[config.mk]
export PLATFORM = sky130hd
export DESIGN_NAME = strop_seq
export DESIGN_NICKNAME = d
export VERILOG_FILES = /design/src/rtl/strop_pkg.sv /design/src/rtl/strop_step.sv /design/src/rtl/strop_cmpz.sv /design/src/rtl/strop_fsm.sv /design/src/rtl/strop_seq.sv
export SDC_FILE = /design/constraint.sdc
export NUM_CORES = 1
export LEC_CHECK = 0
export ABC_AREA = 0
export BUFFER_PORTS_ARGS = -buffer_cell sky130_fd_sc_hd__buf_2
export CAP_MARGIN = 20
export CELL_PAD_IN_SITES_DETAIL_PLACEMENT = 2
export CELL_PAD_IN_SITES_GLOBAL_PLACEMENT = 2
export CORE_MARGIN = 10
export CORE_UTILIZATION = 37
export CTS_BUF_LIST = sky130_fd_sc_hd__clkbuf_8
export CTS_CLUSTER_DIAMETER = 60
export DETAILED_ROUTE_END_ITERATION = 8
export PLACE_DENSITY_LB_ADDON = 0.1
export SYNTH_ARGS = -nofsm -noshare
export SYNTH_HDL_FRONTEND = slang
export SYNTH_SLANG_ARGS = --single-unit
[constraint.sdc]
create_clock -name clk -period 7.2 [get_ports clk]
set_input_delay 0.36 -clock clk [delete_from_list [all_inputs] [get_ports clk]]
set_output_delay 0.36 -clock clk [all_outputs]
set_load 0.02 [all_outputs]
[src/rtl/strop_pkg.sv]
package strop_pkg;

  typedef enum logic [2:0] {
    OP_MOVE  = 3'd0,
    OP_CMP   = 3'd1,
    OP_SCAN  = 3'd2,
    OP_LOAD  = 3'd3,
    OP_STORE = 3'd4
  } str_op_e;

  typedef enum logic [1:0] {
    RP_NONE = 2'd0,
    RP_ALL  = 2'd1,
    RP_EQ   = 2'd2,
    RP_NE   = 2'd3
  } rep_e;

  typedef enum logic [3:0] {
    ST_IDLE,
    ST_CHECK,
    ST_SRC_RQ,
    ST_SRC_CAP,
    ST_DST_RQ,
    ST_DST_CAP,
    ST_WR,
    ST_END,
    ST_DONE
  } seq_st_e;

  function automatic logic op_legal(input logic [2:0] code);
    return code <= 3'd4;
  endfunction

  function automatic logic reads_src(input str_op_e op);
    return (op == OP_MOVE) || (op == OP_CMP) || (op == OP_LOAD);
  endfunction

  function automatic logic reads_dst(input str_op_e op);
    return (op == OP_CMP) || (op == OP_SCAN);
  endfunction

  function automatic logic writes_dst(input str_op_e op);
    return (op == OP_MOVE) || (op == OP_STORE);
  endfunction

  function automatic logic steps_si(input str_op_e op);
    return (op == OP_MOVE) || (op == OP_CMP) || (op == OP_LOAD);
  endfunction

  function automatic logic steps_di(input str_op_e op);
    return (op != OP_LOAD);
  endfunction

  function automatic logic compares(input str_op_e op);
    return (op == OP_CMP) || (op == OP_SCAN);
  endfunction

endpackage

[src/rtl/strop_step.sv]
module strop_step #(
  parameter int AW = 16
) (
  input  logic [AW-1:0] ptr,
  input  logic          down,
  input  logic          word,
  output logic [AW-1:0] nxt
);
  logic [AW-1:0] delta;

  always_comb begin
    delta = word ? AW'(2) : AW'(1);
    nxt   = down ? (ptr - delta) : (ptr + delta);
  end
endmodule

[src/rtl/strop_cmpz.sv]
module strop_cmpz #(
  parameter int BW = 8
) (
  input  logic [2*BW-1:0] lhs,
  input  logic [2*BW-1:0] rhs,
  input  logic            word,
  output logic            is_zero
);
  logic [2*BW-1:0] diff;

  always_comb begin
    diff    = lhs - rhs;
    is_zero = word ? (diff == '0) : (diff[BW-1:0] == '0);
  end
endmodule

[src/rtl/strop_fsm.sv]
module strop_fsm
  import strop_pkg::*;
(
  input  logic       clk,
  input  logic       rst_n,
  input  logic       cmd_valid,
  input  logic [2:0] cmd_op,
  input  logic [1:0] cmd_rep,
  input  logic       cmd_word,
  input  logic       cx_zero,
  input  logic       cx_last,
  input  logic       zf_now,
  output logic       busy,
  output logic       done,
  output logic       mem_req,
  output logic       mem_we,
  output logic       use_di,
  output logic       byte_sel,
  output logic       cap_src,
  output logic       cap_dst,
  output logic       elem_end,
  output str_op_e    op_q,
  output rep_e       rep_q,
  output logic       word_q
);
  seq_st_e st_q, st_d;
  logic    byte_q, byte_d;
  logic    accept;
  logic    zstop;

  assign accept = cmd_valid && (st_q == ST_IDLE) && op_legal(cmd_op);
  assign zstop  = compares(op_q) &&
                  (((rep_q == RP_EQ) && !zf_now) || ((rep_q == RP_NE) && zf_now));

  always_comb begin
    st_d     = st_q;
    byte_d   = byte_q;
    mem_req  = 1'b0;
    mem_we   = 1'b0;
    use_di   = 1'b0;
    cap_src  = 1'b0;
    cap_dst  = 1'b0;
    elem_end = 1'b0;
    done     = 1'b0;
    unique case (st_q)
      ST_IDLE: begin
        if (accept) st_d = ST_CHECK;
      end
      ST_CHECK: begin
        byte_d = 1'b0;
        if ((rep_q != RP_NONE) && cx_zero) st_d = ST_DONE;
        else if (reads_src(op_q))          st_d = ST_SRC_RQ;
        else if (reads_dst(op_q))          st_d = ST_DST_RQ;
        else                               st_d = ST_WR;
      end
      ST_SRC_RQ: begin
        mem_req = 1'b1;
        st_d    = ST_SRC_CAP;
      end
      ST_SRC_CAP: begin
        cap_src = 1'b1;
        if (word_q && !byte_q) begin
          byte_d = 1'b1;
          st_d   = ST_SRC_RQ;
        end else begin
          byte_d = 1'b0;
          if (reads_dst(op_q))       st_d = ST_DST_RQ;
          else if (writes_dst(op_q)) st_d = ST_WR;
          else                       st_d = ST_END;
        end
      end
      ST_DST_RQ: begin
        mem_req = 1'b1;
        use_di  = 1'b1;
        st_d    = ST_DST_CAP;
      end
      ST_DST_CAP: begin
        cap_dst = 1'b1;
        if (word_q && !byte_q) begin
          byte_d = 1'b1;
          st_d   = ST_DST_RQ;
        end else begin
          byte_d = 1'b0;
          st_d   = ST_END;
        end
      end
      ST_WR: begin
        mem_req = 1'b1;
        mem_we  = 1'b1;
        use_di  = 1'b1;
        if (word_q && !byte_q) begin
          byte_d = 1'b1;
        end else begin
          byte_d = 1'b0;
          st_d   = ST_END;
        end
      end
      ST_END: begin
        elem_end = 1'b1;
        if ((rep_q == RP_NONE) || cx_last || zstop) st_d = ST_DONE;
        else                                        st_d = ST_CHECK;
      end
      ST_DONE: begin
        done = 1'b1;
        st_d = ST_IDLE;
      end
      default: st_d = ST_IDLE;
    endcase
  end

  assign busy     = (st_q != ST_IDLE);
  assign byte_sel = byte_q;

  always_ff @(posedge clk or negedge rst_n) begin
    if (!rst_n) begin
      st_q   <= ST_IDLE;
      byte_q <= 1'b0;
    end else begin
      st_q   <= st_d;
      byte_q <= byte_d;
    end
  end

  always_ff @(posedge clk or negedge rst_n) begin
    if (!rst_n) begin
      op_q   <= OP_MOVE;
      rep_q  <= RP_NONE;
      word_q <= 1'b0;
    end else if (accept) begin
      op_q   <= str_op_e'(cmd_op);
      rep_q  <= rep_e'(cmd_rep);
      word_q <= cmd_word;
    end
  end

  // completion pulse lasts one cycle and busy follows it down
  a_r10_done_single: assert property (@(posedge clk) disable iff (!rst_n)
    done |=> !done);
  a_r10_busy_falls: assert property (@(posedge clk) disable iff (!rst_n)
    done |=> !busy);
  // requests only while busy, writes only as requests
  a_r9_req_in_busy: assert property (@(posedge clk) disable iff (!rst_n)
    mem_req |-> busy);
  a_r9_we_with_req: assert property (@(posedge clk) disable iff (!rst_n)
    mem_we |-> mem_req);
  // compare and scan never write memory
  a_r5_no_write_cmp: assert property (@(posedge clk) disable iff (!rst_n)
    (mem_we && busy) |-> writes_dst(op_q));
  // zero count under a repeat ends with no memory access
  a_r7_zero_count: assert property (@(posedge clk) disable iff (!rst_n)
    ((st_q == ST_CHECK) && (rep_q != RP_NONE) && cx_zero) |=> (done && !mem_req));
  // illegal operation codes leave the block idle
  a_r11_illegal_idle: assert property (@(posedge clk) disable iff (!rst_n)
    (!busy && cmd_valid && !op_legal(cmd_op)) |=> !busy);

endmodule

[src/rtl/strop_seq.sv]
module strop_seq
  import strop_pkg::*;
#(
  parameter int AW = 16,
  parameter int CW = 16
) (
  input  logic          clk,
  input  logic          rst_n,
  input  logic          cfg_load,
  input  logic [AW-1:0] cfg_si,
  input  logic [AW-1:0] cfg_di,
  input  logic [CW-1:0] cfg_cx,
  input  logic [15:0]   cfg_acc,
  input  logic          cfg_dir,
  input  logic          cmd_valid,
  input  logic [2:0]    cmd_op,
  input  logic [1:0]    cmd_rep,
  input  logic          cmd_word,
  output logic [AW-1:0] si,
  output logic [AW-1:0] di,
  output logic [CW-1:0] cx,
  output logic [15:0]   acc,
  output logic          dir,
  output logic          zf,
  output logic          busy,
  output logic          done,
  output logic          mem_req,
  output logic          mem_we,
  output logic [AW-1:0] mem_addr,
  output logic [7:0]    mem_wdata,
  input  logic [7:0]    mem_rdata
);
  localparam int BW    = 8;
  localparam int LANES = 2;
  localparam int WW    = BW * LANES;

  logic [AW-1:0] si_q, si_d, di_q, di_d;
  logic [CW-1:0] cx_q, cx_d;
  logic [WW-1:0] acc_q, acc_d;
  logic          dir_q, dir_d, zf_q, zf_d;
  logic [WW-1:0] opa_w, opb_w;
  logic [AW-1:0] si_nx, di_nx, base;
  logic [WW-1:0] cmp_lhs, wsrc;
  logic          eq_w;

  logic    busy_w, use_di, byte_sel, cap_src, cap_dst, elem_end;
  str_op_e op_q;
  rep_e    rep_q;
  logic    word_q;

  strop_fsm u_fsm (
    .clk      (clk),
    .rst_n    (rst_n),
    .cmd_valid(cmd_valid),
    .cmd_op   (cmd_op),
    .cmd_rep  (cmd_rep),
    .cmd_word (cmd_word),
    .cx_zero  (cx_q == '0),
    .cx_last  (cx_q == CW'(1)),
    .zf_now   (eq_w),
    .busy     (busy_w),
    .done     (done),
    .mem_req  (mem_req),
    .mem_we   (mem_we),
    .use_di   (use_di),
    .byte_sel (byte_sel),
    .cap_src  (cap_src),
    .cap_dst  (cap_dst),
    .elem_end (elem_end),
    .op_q     (op_q),
    .rep_q    (rep_q),
    .word_q   (word_q)
  );

  strop_step #(.AW(AW)) u_step_si (.ptr(si_q), .down(dir_q), .word(word_q), .nxt(si_nx));
  strop_step #(.AW(AW)) u_step_di (.ptr(di_q), .down(dir_q), .word(word_q), .nxt(di_nx));

  assign cmp_lhs = (op_q == OP_SCAN) ? acc_q : opa_w;

  strop_cmpz #(.BW(BW)) u_cmpz (.lhs(cmp_lhs), .rhs(opb_w), .word(word_q), .is_zero(eq_w));

  // Operand capture, one byte lane per element byte
  for (genvar l = 0; l < LANES; l++) begin : g_lane
    logic [BW-1:0] a_q, a_d, b_q, b_d;
    logic          hit;

    always_comb begin
      hit = (byte_sel == 1'(l));
      a_d = (cap_src && hit) ? mem_rdata : a_q;
      b_d = (cap_dst && hit) ? mem_rdata : b_q;
    end

    always_ff @(posedge clk or negedge rst_n) begin
      if (!rst_n) begin
        a_q <= '0;
        b_q <= '0;
      end else begin
        a_q <= a_d;
        b_q <= b_d;
      end
    end

    assign opa_w[l*BW +: BW] = a_q;
    assign opb_w[l*BW +: BW] = b_q;
  end

  // Memory port
  assign base      = use_di ? di_q : si_q;
  assign mem_addr  = base + AW'(byte_sel);
  assign wsrc      = (op_q == OP_STORE) ? acc_q : opa_w;
  assign mem_wdata = byte_sel ? wsrc[WW-1:BW] : wsrc[BW-1:0];

  // Architectural register next state
  always_comb begin
    si_d  = si_q;
    di_d  = di_q;
    cx_d  = cx_q;
    acc_d = acc_q;
    dir_d = dir_q;
    zf_d  = zf_q;
    if (cfg_load && !busy_w) begin
      si_d  = cfg_si;
      di_d  = cfg_di;
      cx_d  = cfg_cx;
      acc_d = cfg_acc;
      dir_d = cfg_dir;
    end
    if (elem_end) begin
      if (steps_si(op_q))    si_d = si_nx;
      if (steps_di(op_q))    di_d = di_nx;
      if (rep_q != RP_NONE)  cx_d = cx_q - CW'(1);
      if (op_q == OP_LOAD)   acc_d = word_q ? opa_w : {acc_q[WW-1:BW], opa_w[BW-1:0]};
      if (compares(op_q))    zf_d = eq_w;
    end
  end

  always_ff @(posedge clk or negedge rst_n) begin
    if (!rst_n) begin
      si_q  <= '0;
      di_q  <= '0;
      cx_q  <= '0;
      acc_q <= '0;
      dir_q <= 1'b0;
      zf_q  <= 1'b0;
    end else begin
      si_q  <= si_d;
      di_q  <= di_d;
      cx_q  <= cx_d;
      acc_q <= acc_d;
      dir_q <= dir_d;
      zf_q  <= zf_d;
    end
  end

  assign si   = si_q;
  assign di   = di_q;
  assign cx   = cx_q;
  assign acc  = acc_q;
  assign dir  = dir_q;
  assign zf   = zf_q;
  assign busy = busy_w;

  // single-element commands never alter the count
  a_r6_cx_hold: assert property (@(posedge clk) disable iff (!rst_n)
    (busy_w && (rep_q == RP_NONE)) |=> (cx_q == $past(cx_q)));
  // pointers an operation does not use stay put
  a_r2_si_hold: assert property (@(posedge clk) disable iff (!rst_n)
    (busy_w && !steps_si(op_q)) |=> $stable(si_q));
  a_r2_di_hold: assert property (@(posedge clk) disable iff (!rst_n)
    (busy_w && !steps_di(op_q)) |=> $stable(di_q));
  // only compare and scan touch the zero flag
  a_r5_zf_hold: assert property (@(posedge clk) disable iff (!rst_n)
    (busy_w && !compares(op_q)) |=> $stable(zf_q));
  // a load strobe while busy leaves the direction flag alone
  a_r10_dir_busy: assert property (@(posedge clk) disable iff (!rst_n)
    busy_w |=> $stable(dir_q));

endmodule

==> results of run 1 <==
## kinds of logic after synthesis
| family | Yosys count | synth area share [%] |
|---|---|---|
| and+or+nand+nor | 319 | 18.4 |
| AOI/OAI and AO/OA | 232 | 18.3 |
| DFF | 109 | 33.4 |
| buffers and inverters | 75 | 3.65 |
| muxes | 93 | 13.3 |
| adders and majority gates | 52 | 8.13 |
| xor gates and xnor gates | 44 | 4.73 |
## synthesized netlist by cell type (4+ instances only)
master | instances | area (sq um)
xnor2_1 | 30 | 263
nand4_1 | 6 | 37.5
mux4_2 | 8 | 180
o31ai_1 | 8 | 60.1
dfrtp_1 | 109 | 2730
and3_1 | 10 | 62.6
nand3_1 | 45 | 225
o21ai_0 | 64 | 320
and2_1 | 8 | 50.1
o211ai_1 | 7 | 52.6
o22ai_1 | 12 | 75.1
nor2b_1 | 9 | 56.3
nor2_1 | 85 | 319
nand2_1 | 100 | 375
or3_1 | 8 | 50.1
nor3_1 | 16 | 80.1
nor4_1 | 7 | 43.8
buf_2 | 4 | 20.0
clkbuf_1 | 27 | 101
o21a_1 | 5 | 37.5
mux2_2 | 45 | 507
mux2i_1 | 40 | 400
a31oi_1 | 12 | 75.1
a211oi_1 | 9 | 67.6
a21oi_1 | 52 | 260
a21o_1 | 17 | 128
o21bai_1 | 4 | 30.0
a311oi_1 | 6 | 52.6
nand2b_1 | 7 | 43.8
inv_1 | 39 | 146
ha_1 | 49 | 613
o221a_2 | 6 | 67.6
xor2_1 | 14 | 123
## worst max-delay path by stage
stage	start	endpoint	slack [ns]	cells past startpoint
after global placement	u_fsm.op_q[2]$_DFFE_PN0P_	u_fsm.st_q[0]$_DFFE_PN0P_	3.37	13
after global routing	u_fsm.st_q[2]$_DFFE_PN0P_	mem_addr[14]	2.63	11
after CTS	u_fsm.st_q[2]$_DFFE_PN0P_	mem_addr[14]	2.96	9
after detailed placement	u_fsm.op_q[2]$_DFFE_PN0P_	u_fsm.st_q[3]$_DFFE_PN0P_	3.26	13
final	u_fsm.st_q[2]$_DFFE_PN0P_	mem_addr[14]	3.03	11
after floorplan	u_fsm.op_q[0]$_DFFE_PN0P_	u_fsm.st_q[0]$_DFFE_PN0P_	3.16	14
## registers in the layout, indices dropped and copies added (netlist names)
name	cells
dir	1
di	16
g_lane.a_q	16
u_fsm.word_q	1
u_fsm.op_q	3
g_lane.b_q	16
u_fsm.st_q	4
si	16
cx	16
acc	16
u_fsm.rep_q	2
zf	1
u_fsm.byte_sel	1
## cell usage in the layout, fill, tap and decap left out, types with 14 or more instances in the layout
cell type,netlist,layout
a21o_1,17,17
a21oi_1,52,52
buf_2,4,175
dfrtp_1,109,109
ha_1,49,49
inv_1,39,39
mux2_2,45,45
mux2i_1,40,40
nand2_1,100,99
nand3_1,45,45
nor2_1,85,85
nor3_1,16,15
o21ai_0,64,64
xnor2_1,30,30
xor2_1,14,14
## area by class of cell
class                      count  area (sq um)  area share (%)
sequential                   109          2730            28.5
inverter                      39           146            1.53
multi-input combinational    740          5140            53.7
timing repair buffer         189          1000            10.5
clock inverter                 6          66.3           0.692
clock buffer                  10           138            1.44
tap                          280           350            3.66
## power groups by stage
| stage | clock (mW) | sequential [mW] | combinational (mW) |
|---|---|---|---|
| floorplan | 0 | 1.42 | 2.64 |
| global placement | 0 | 1.41 | 3.76 |
| detailed placement | 0 | 1.43 | 3.89 |
| CTS | 0.418 | 1.41 | 3.95 |
| global route | 0.436 | 1.47 | 4.37 |
| finish | 0.405 | 1.41 | 3.94 |
## metrics by stage
step           worst slack (ns)  cells
5_1_grt                    2.63   1373
6_report                   3.03   1373
2_1_floorplan              3.16    924
3_5_place_dp               3.26   1356
3_3_place_gp               3.37   1355
4_1_cts                    2.96   1372
## layer usage
metal	routed length, um	global-route usage [%]
met1	14100	27.8
met2	15600	38.1
met3	1300	3.22
met4	518	5.45
met5	0	0
## worst max-delay path: stages (launching register included)
cell	delay [ns]
dfrtp_1	0.72
nor3b_2	0.85
nand2_1	0.11
o21ai_0	0.11
ha_1	0.20
ha_1	0.23
nor2b_1	0.24
nand2_1	0.13
a21o_1	0.21
a211oi_1	0.27
xnor2_1	0.15
buf_2	0.18
==> impl_results.md, run 1 <==
- IO Pins: 177
- Root buffer cell: clkbuf_8
- Placed inst area: 9350 sq um
- Post-synthesis async set-or-reset flop share: 100%
- Final max-slew violation count: 0
- # setup viols final: 0
- Worst EP arrival: 3.81 ns
- Vias/cell: 5.70
- Clock buffer count from CTS: 9
- Setup bufs post-CTS: 0
- Initial antenna violation count: 0
- Final core occ: 44.0%
- Post-synthesis cell area: 8160 sq um
- #FFs+latches synth: 109
- Worst Clk Skew: 0.0231 ns
- Min Tclk post-route: 4.17 ns
- YS warnings: 0
- Layout area overhead: 17.4%
- FMAX: 240 MHz
- Period utilization: 57.9%
- RePlAce Congestion: 0.879
- Total track usage: 21.9%
- Core box area: 21800 sq um
- Pin count of the biggest net entering global routing: 68
- H-tree levels: 3
- RSZ-0062 raised after global routing: no
- R2R Setup Slk: 3.09 ns
- Yosys cell types: 68
- Switch share: 53.7%
- Internal: 2.66 mW
- Remaining DRCs: 0
- Clock power frac: 7.0%
- DRT antenna net count: 0
- Worst-path fanout max: 19
- Clock transition at the registers of the reported paths: 0.12 ns
- Hold_buf cts: 0
- Starting density of the core: 37.5%
- Lkg Pwr: 4.26 nW
- Layout cells sized above 1: 26.0%
- Final Hold Slack: 0.0776 ns
- Mapped Cells: 924
- Reg-to-Reg Start: u_fsm.op_q[2]$_DFFE_PN0P_
- Sequential-to-total area share from yosys stat: 33.4%
- Number of synthesized flops with an enable pin: 0
- Critical path capture point type: output pin
- Logic pwr share: 68.4%
- Max-Slew Margin vs Limit: 37.2%
- Setup TNS: 0 ns
- Syn Nets: 1058
- Worst Reg-to-Reg Cells: 13
- Drt first pass iters: 5
- IO Port Bufs: 176
- Die W: 168 um
- CP Launch Type: register
- Final number of hold-violating endpoints: 0
- # diodes: 0
- First-pass GRT wire length: 49.9 mm
- Power Density: 601 nW/um^2
- Die Y: 168 um
- Nets: 1222
- Worst R2R End: u_fsm.st_q[3]$_DFFE_PN0P_
- Hold/Removal Path Class: in2async
- FILL cells: 2516
- Max IR drop VDD: 206 uV
- Total of max-cap violations: 0
- Via count: 7828
- Drt first-iter violations: 465
- Global route total overflow: 0
- # rows: 54
- Outcome: finished clean
- Die area: 28400 sq um
- Clock Path Buffers: 2
- Post-synth top flop: dfrtp_1
- Crit Path Category: reg2out
- Clock Sinks: 109
- Sw power: 3.09 mW
- CTS tree: done
- Vias in the first global route: 8552
- Sequential share of power: 24.5%
- # resized after CTS: 0
- Tot Pwr: 5.76 mW
- Mean Syn Cell Area: 8.83 sq um
- Post-DP HPWL: 24.0 mm
- Design area: 9580 sq um
- Skew-Pair Late Insertion Delay: 0.42 ns
- Wire per inst: 23.0 um
- Detailed Route WL: 31.6 mm
- Worst path required time: 6.84 ns
- Worst-Margin Slew: 0.943 ns
(Power assumes the default switching activity.)
==> inputs of run 2 (changes only) <==
--- a/config.mk
+++ b/config.mk
@@ -5,13 +5,13 @@
 export SDC_FILE = /design/constraint.sdc
 export NUM_CORES = 1
 export LEC_CHECK = 0
-export ABC_AREA = 0
+export ABC_AREA = 1
 export BUFFER_PORTS_ARGS = -buffer_cell sky130_fd_sc_hd__buf_2
 export CAP_MARGIN = 20
 export CELL_PAD_IN_SITES_DETAIL_PLACEMENT = 2
 export CELL_PAD_IN_SITES_GLOBAL_PLACEMENT = 2
 export CORE_MARGIN = 10
-export CORE_UTILIZATION = 37
+export CORE_UTILIZATION = 28
 export CTS_BUF_LIST = sky130_fd_sc_hd__clkbuf_8
 export CTS_CLUSTER_DIAMETER = 60
 export DETAILED_ROUTE_END_ITERATION = 8
==> constraint.sdc (replaced) <==
create_clock -name clk -period 3.7 [get_ports clk]
set_input_delay 0.185 -clock clk [delete_from_list [all_inputs] [get_ports clk]]
set_output_delay 0.185 -clock clk [all_outputs]
set_load 0.02 [all_outputs]
==> impl_results.md, run 2 <==
- Outcome: finished clean
- Vias/cell: 4.98
- DRT antenna net count: 0
- CTS tree: done
- Reg-to-Reg Start: u_fsm.op_q[2]$_DFFE_PN0P_
- Crit path launch: u_fsm.st_q[3]$_DFFE_PN0P_
- Most Crowded Layer GR: met2
- RSZ-0062 raised after global routing: no
- Met3 usage: 4.05%
- Worst EP arrival: 3.14 ns
- Power Density: 1160 nW/um^2
- Layout area overhead: 19.9%
- Commonest non-fill, non-tap cell in the layout: nand2_1
- Setup bufs post-CTS: 0
- Final max-slew violation count: 0
- IO Pins: 177
- Syn Nets: 1395
- Post-synth top flop: dfrtp_1
- Number of synthesized flops with an enable pin: 0
- Max IR drop VDD: 427 uV
- IO Port Bufs: 176
- Setup TNS: 0 ns
- Total track usage: 18.9%
- Worst path buffer plus inverter count: 4
- Drt first pass iters: 6
- Min Tclk post-route: 3.33 ns
- Clock transition at the registers of the reported paths: 0.12 ns
- Core box area: 29700 sq um
- Placed cells: 1806
- CP Launch Type: register
- Clock Path Buffers: 2
- Starting density of the core: 28.5%
- Routing usage on met2: 32.8%
- Area leader, netlist: dfrtp_1
- Final Hold Slack: 0.0242 ns
- Die W: 194 um
- Remaining DRCs: 0
- Lkg Pwr: 5.36 nW
- Root buffer cell: clkbuf_8
- FILL cells: 3688
- Max-Slew Margin vs Limit: 34.8%
- GR Util met1: 23.9%
- First-pass GRT wire length: 57.7 mm
- #FFs+latches synth: 109
- Yosys top cell area share: 32.2%
- Hold_sp: cmd_rep[0]
- Initial antenna violation count: 1
- Mapped Cells: 1261
- Worst-Margin Slew: 0.978 ns
- Crit Path Category: reg2out
- Most frequent cells in the layout: 306 x nand2_1, 191 x inv_1, 175 x buf_2, 156 x o21ai_0, 109 x dfrtp_1
- YS warnings: 0
- Crit-path leading delay family: simple AND/OR/NAND/NOR gates
- FMAX: 301 MHz
- Period utilization: 89.9%
- Yosys cell types: 53
- CP max stage delay: 0.49 ns
- Sequential-to-total area share from yosys stat: 32.2%
- Nets: 1574
- Worst Clk Skew: 0.0198 ns
- Global route total overflow: 0
- Clock Sinks: 109
- Post-synthesis async set-or-reset flop share: 100%
- Post-synth top cells: 307 x nand2_1, 191 x inv_1, 157 x o21ai_0
- Most common cell in the netlist: nand2_1
- CP max stage cell: dfrtp_1
- RePlAce Congestion: 0.796
- Die Y: 194 um
- Total of max-cap violations: 0
- Detailed Route WL: 35.8 mm
- Drt first-iter violations: 244
- Worst path required time: 3.51 ns
- Post-DP HPWL: 27.8 mm
- Largest cells by area after synthesis: dfrtp_1 32%, nand2_1 14%, o21ai_0 9.3%
- Pin count of the biggest net entering global routing: 60
- Clock buffer count from CTS: 9
- Mean Syn Cell Area: 6.72 sq um
- Critical path capture point type: output pin
- Vias in the first global route: 10200
- Skew-Pair Late Insertion Delay: 0.43 ns
- Layout cells sized above 1: 17.2%
- Worst-path fanout max: 26
- Post-synthesis cell area: 8470 sq um
- Non-filler cells, final: 1835
- Via count: 9145
- Critical Path Most Common Cell: nand2_2
- Die area: 37600 sq um
- # setup viols final: 0
- CP cell instances: nor2_4 > nand2_4 > inv_2 > or2_1 > o21ai_2 > inv_1 > ha_1 > nand2_2 > clkinv_1 > nand3_2 > nor3_2 > nand3b_2 > nor3_4 > nand2_2 > xor2_1 > buf_2
- # rows: 63
- Hold/Removal Path Class: in2reg
- Wire per inst: 19.5 um
- H-tree levels: 3
- Final number of hold-violating endpoints: 0
- Tot Pwr: 11.8 mW
[run 2: cell types whose count changed in the layout (fill, tap and decap cells not counted), sizes merged, moves of 17 or more]
| cell | before | now |
|---|---|---|
| mux2i | 40 | 5 |
| o21ai | 67 | 175 |
| xnor2 | 30 | 13 |
| mux2 | 45 | 0 |
| nor2 | 85 | 108 |
| a21oi | 54 | 91 |
| nand2 | 102 | 313 |
| inv | 42 | 201 |
[run 2: cell families (layout without fill, tap and decap cells)]
family,count (synthesis),in the layout,synth area share (%)
xor+xnor,32,32,3.31
other cells,0,1,0
flops,109,109,32.2
fa+ha+maj,51,51,7.71
buf+inv,238,421,10.6
compound gates,317,317,20.3
simple gates,509,509,25.3
mux,5,5,0.591
[run 2: repair_timing]
action,CTS,global route
resized for setup,0,1
hold buffers,12,1
setup endpoints to repair,0,1
hold endpoints to repair,50,1
[run 2: power breakdown]
part           switching (mW)  total (mW)  internal [mW]
clock network           0.498       0.829          0.331
registers               0.658        2.45           1.79
logic                    5.64        8.52           2.88
total                    6.80        11.8           5.01
[run 2: worst paths after layout]
path | endpoint | slack (ns) | cells after the start
max in group asynchronous | u_fsm.rep_q[1]$_DFFE_PN0P_ | 2.42 | 3
hold reg to reg | g_lane[0].b_q[5]$_DFFE_PN0P_ | 0.50 | 2
setup / recovery | mem_addr[14] | 0.37 | 16
min in group asynchronous | si[11]$_DFF_PN0_ | 0.30 | 2
setup reg to reg | u_fsm.st_q[3]$_DFFE_PN0P_ | 0.60 | 23
hold / removal | u_fsm.rep_q[0]$_DFFE_PN0P_ | 0.02 | 3
[run 2: metrics by stage]
stage / util [%] / setup WS [ns] / cell area (sq um)
after detailed placement: 33.1 / 0.555 / 9830
after floorplan: - / 0.757 / 8470
after global routing: 34.2 / 0.0619 / 10200
after CTS: 34.1 / 0.243 / 10100
final: 34.2 / 0.374 / 10200
after global placement: 33.1 / 0.713 / 9830
[run 2: layer usage]
metal	vias to the layer above	part of all wire, %
li1	4438	-
met1	4580	47
met2	113	48
met3	14	3.7
met4	0	0.96
met5	-	0
[run 2: worst min-delay path, delay by kind of cell]
kind,cells,cell delay [ns]
and+or+nand+nor,1,0.04
AOI/OAI and AO/OA,1,0.11
buffers and inverters,1,0.08
[run 2: cell type report]
class / count / area, sq um / area share [%]
Antenna cell: 1 / 2.50 / 0.0246
Clock buffer: 10 / 138 / 1.35
Clock inverter: 5 / 60.1 / 0.591
Inverter: 202 / 758 / 7.46
Multi-Input combinational cell: 914 / 4850 / 47.7
Sequential cell: 109 / 2730 / 26.8
Tap cell: 390 / 488 / 4.80
Timing Repair Buffer: 204 / 1140 / 11.2
==> inputs of run 3 (changes only) <==
--- a/config.mk
+++ b/config.mk
@@ -6,15 +6,15 @@
 export NUM_CORES = 1
 export LEC_CHECK = 0
 export ABC_AREA = 1
-export BUFFER_PORTS_ARGS = -buffer_cell sky130_fd_sc_hd__buf_2
 export CAP_MARGIN = 20
 export CELL_PAD_IN_SITES_DETAIL_PLACEMENT = 2
 export CELL_PAD_IN_SITES_GLOBAL_PLACEMENT = 2
 export CORE_MARGIN = 10
-export CORE_UTILIZATION = 28
+export CORE_UTILIZATION = 33
 export CTS_BUF_LIST = sky130_fd_sc_hd__clkbuf_8
 export CTS_CLUSTER_DIAMETER = 60
 export DETAILED_ROUTE_END_ITERATION = 8
+export DONT_BUFFER_PORTS = 1
 export PLACE_DENSITY_LB_ADDON = 0.1
 export SYNTH_ARGS = -nofsm -noshare
 export SYNTH_HDL_FRONTEND = slang
==> impl_results.md, run 3 (synthesized netlist as in run 2, its figures left out) <==
- Root buffer cell: clkbuf_8
- # diodes: 0
- Clock Path Buffers: 2
- IO Pins: 177
- Initial antenna violation count: 0
- Clock power frac: 7.6%
- CTS tree: done
- DRT antenna net count: 0
- Drt first pass iters: 4
- Pin count of the biggest net entering global routing: 110
- Setup TNS: 0 ns
- Setup WS pre-CTS: 0.567 ns
- Logic pwr share: 65.7%
- Worst path required time: 3.51 ns
- Die area: 32500 sq um
- # rows: 58
- Via count: 8581
- Starting density of the core: 33.5%
- # resized after CTS: 0
- Post-DP HPWL: 25.6 mm
- # setup viols final: 0
- Total track usage: 20.6%
- Max IR drop VDD: 394 uV
- Commonest non-fill, non-tap cell in the layout: nand2_1
- Hold/Removal Path Class: in2reg
- Worst-path fanout max: 26
- Most frequent cells in the layout: 306 x nand2_1, 192 x inv_1, 157 x o21ai_0, 109 x dfrtp_1, 101 x nor2_1
- Core box area: 25300 sq um
- Skew-Pair Late Insertion Delay: 0.42 ns
- H-tree levels: 3
- CP Launch Type: register
- Internal: 4.59 mW
- Clock Sinks: 109
- Drt first-iter violations: 325
- FILL cells: 3107
- Hold_buf cts: 53
- Vias/cell: 5.25
- Sw power: 6.67 mW
- Period utilization: 91.3%
- Total of max-cap violations: 0
- Remaining DRCs: 0
- Setup bufs post-CTS: 0
- Detailed Route WL: 34.0 mm
- Clock transition at the registers of the reported paths: 0.12 ns
- Global route total overflow: 0
- Nets: 1434
- Worst EP arrival: 3.19 ns
- Max-Slew Margin vs Limit: 36.9%
- Power Density: 1170 nW/um^2
- Final number of hold-violating endpoints: 0
- Vias in the first global route: 9523
- Die W: 180 um
- Lkg Pwr: 4.83 nW
- Min Tclk post-route: 3.38 ns
- RePlAce Congestion: 0.868
- Switch share: 59.3%
- Sequential share of power: 26.7%
- Die Y: 180 um
- IO Port Bufs: 0
- Outcome: finished clean
- Critical path capture point type: output pin
- Clock buffer count from CTS: 9
- Final max-slew violation count: 0
- Worst Clk Skew: 0.0342 ns
- Crit Path Category: reg2out
- First-pass GRT wire length: 54.8 mm
- RSZ-0062 raised after global routing: no
- Layout cells sized above 1: 5.36%
- FMAX: 296 MHz
- Layout area overhead: 13.3%
- Wire per inst: 20.8 um
- Worst-Margin Slew: 0.937 ns
- Fin worst setup slack: 0.321 ns
run 3: worst max-delay path, cell delays in order (launching register included):
cell and delay, ns:
dfrtp_1 0.48, nor2_4 0.19, nand2_4 0.21, o21ai_0 0.24, ha_1 0.23, ha_1 0.21, nand2_2 0.09, clkinv_1 0.06
nand3_2 0.08, nor3_2 0.21, nand3b_2 0.16, nor3_4 0.17, nand2_2 0.07, xor2_1 0.41
run 3: layer usage:
layer | part of all wire [%] | global-route usage (%) | up-vias
met3 | 5.6 | 5.22 | 21
met4 | 1.2 | 4.46 | 0
met1 | 43 | 25.0 | 4264
met2 | 50 | 36.0 | 126
li1 | - | - | 4170
met5 | 0 | 0 | -
run 3: per-stage QoR:
step           hold slack [ns]  utilization (%)  power [mW]  instances  cell area, sq um
4_1_cts               0.000414             38.0        11.4       1635              9600
3_5_place_dp            -0.108             35.0        10.4       1566              8840
5_1_grt                 0.0218             38.0        12.6       1635              9600
2_1_floorplan           -0.111                -        8.25       1261              8470
6_report                0.0192             38.0        11.3       1635              9600
3_3_place_gp            -0.107             35.0        10.2       1566              8840
run 3: final timing paths:
| kind | from | to | slack (ns) | depth (start not counted) |
|---|---|---|---|---|
| setup / recovery | u_fsm.st_q[3]$_DFFE_PN0P_ | mem_addr[14] | 0.32 | 13 |
| hold / removal | cfg_si[1] | si[1]$_DFF_PN0_ | 0.02 | 2 |
| setup reg to reg | u_fsm.op_q[2]$_DFFE_PN0P_ | u_fsm.st_q[3]$_DFFE_PN0P_ | 0.58 | 18 |
| hold reg to reg | g_lane[1].b_q[3]$_DFFE_PN0P_ | g_lane[1].b_q[3]$_DFFE_PN0P_ | 0.51 | 2 |
| max in group asynchronous | rst_n | si[3]$_DFF_PN0_ | 2.83 | 2 |
| min in group asynchronous | rst_n | cx[13]$_DFF_PN0_ | 0.36 | 2 |
run 3: cell type report:
cell class | instances | area, sq um | share of cell area, %
flip-flops and latches | 109 | 2730 | 28.4
well taps | 330 | 413 | 4.30
clock buffers | 9 | 124 | 1.29
multi-input cells | 914 | 4850 | 50.5
clock inverters | 7 | 86.3 | 0.899
inverters | 202 | 758 | 7.90
repair buffers | 64 | 643 | 6.70
run 3: power by group through the flow:
stage	combinational, mW	clock, mW	sequential [mW]
after CTS	7.48	0.880	3.04
final	7.40	0.850	3.01
after floorplan	5.52	0	2.73
after detailed placement	7.33	0	3.06
after global placement	7.14	0	3.04
after global routing	8.58	0.911	3.13
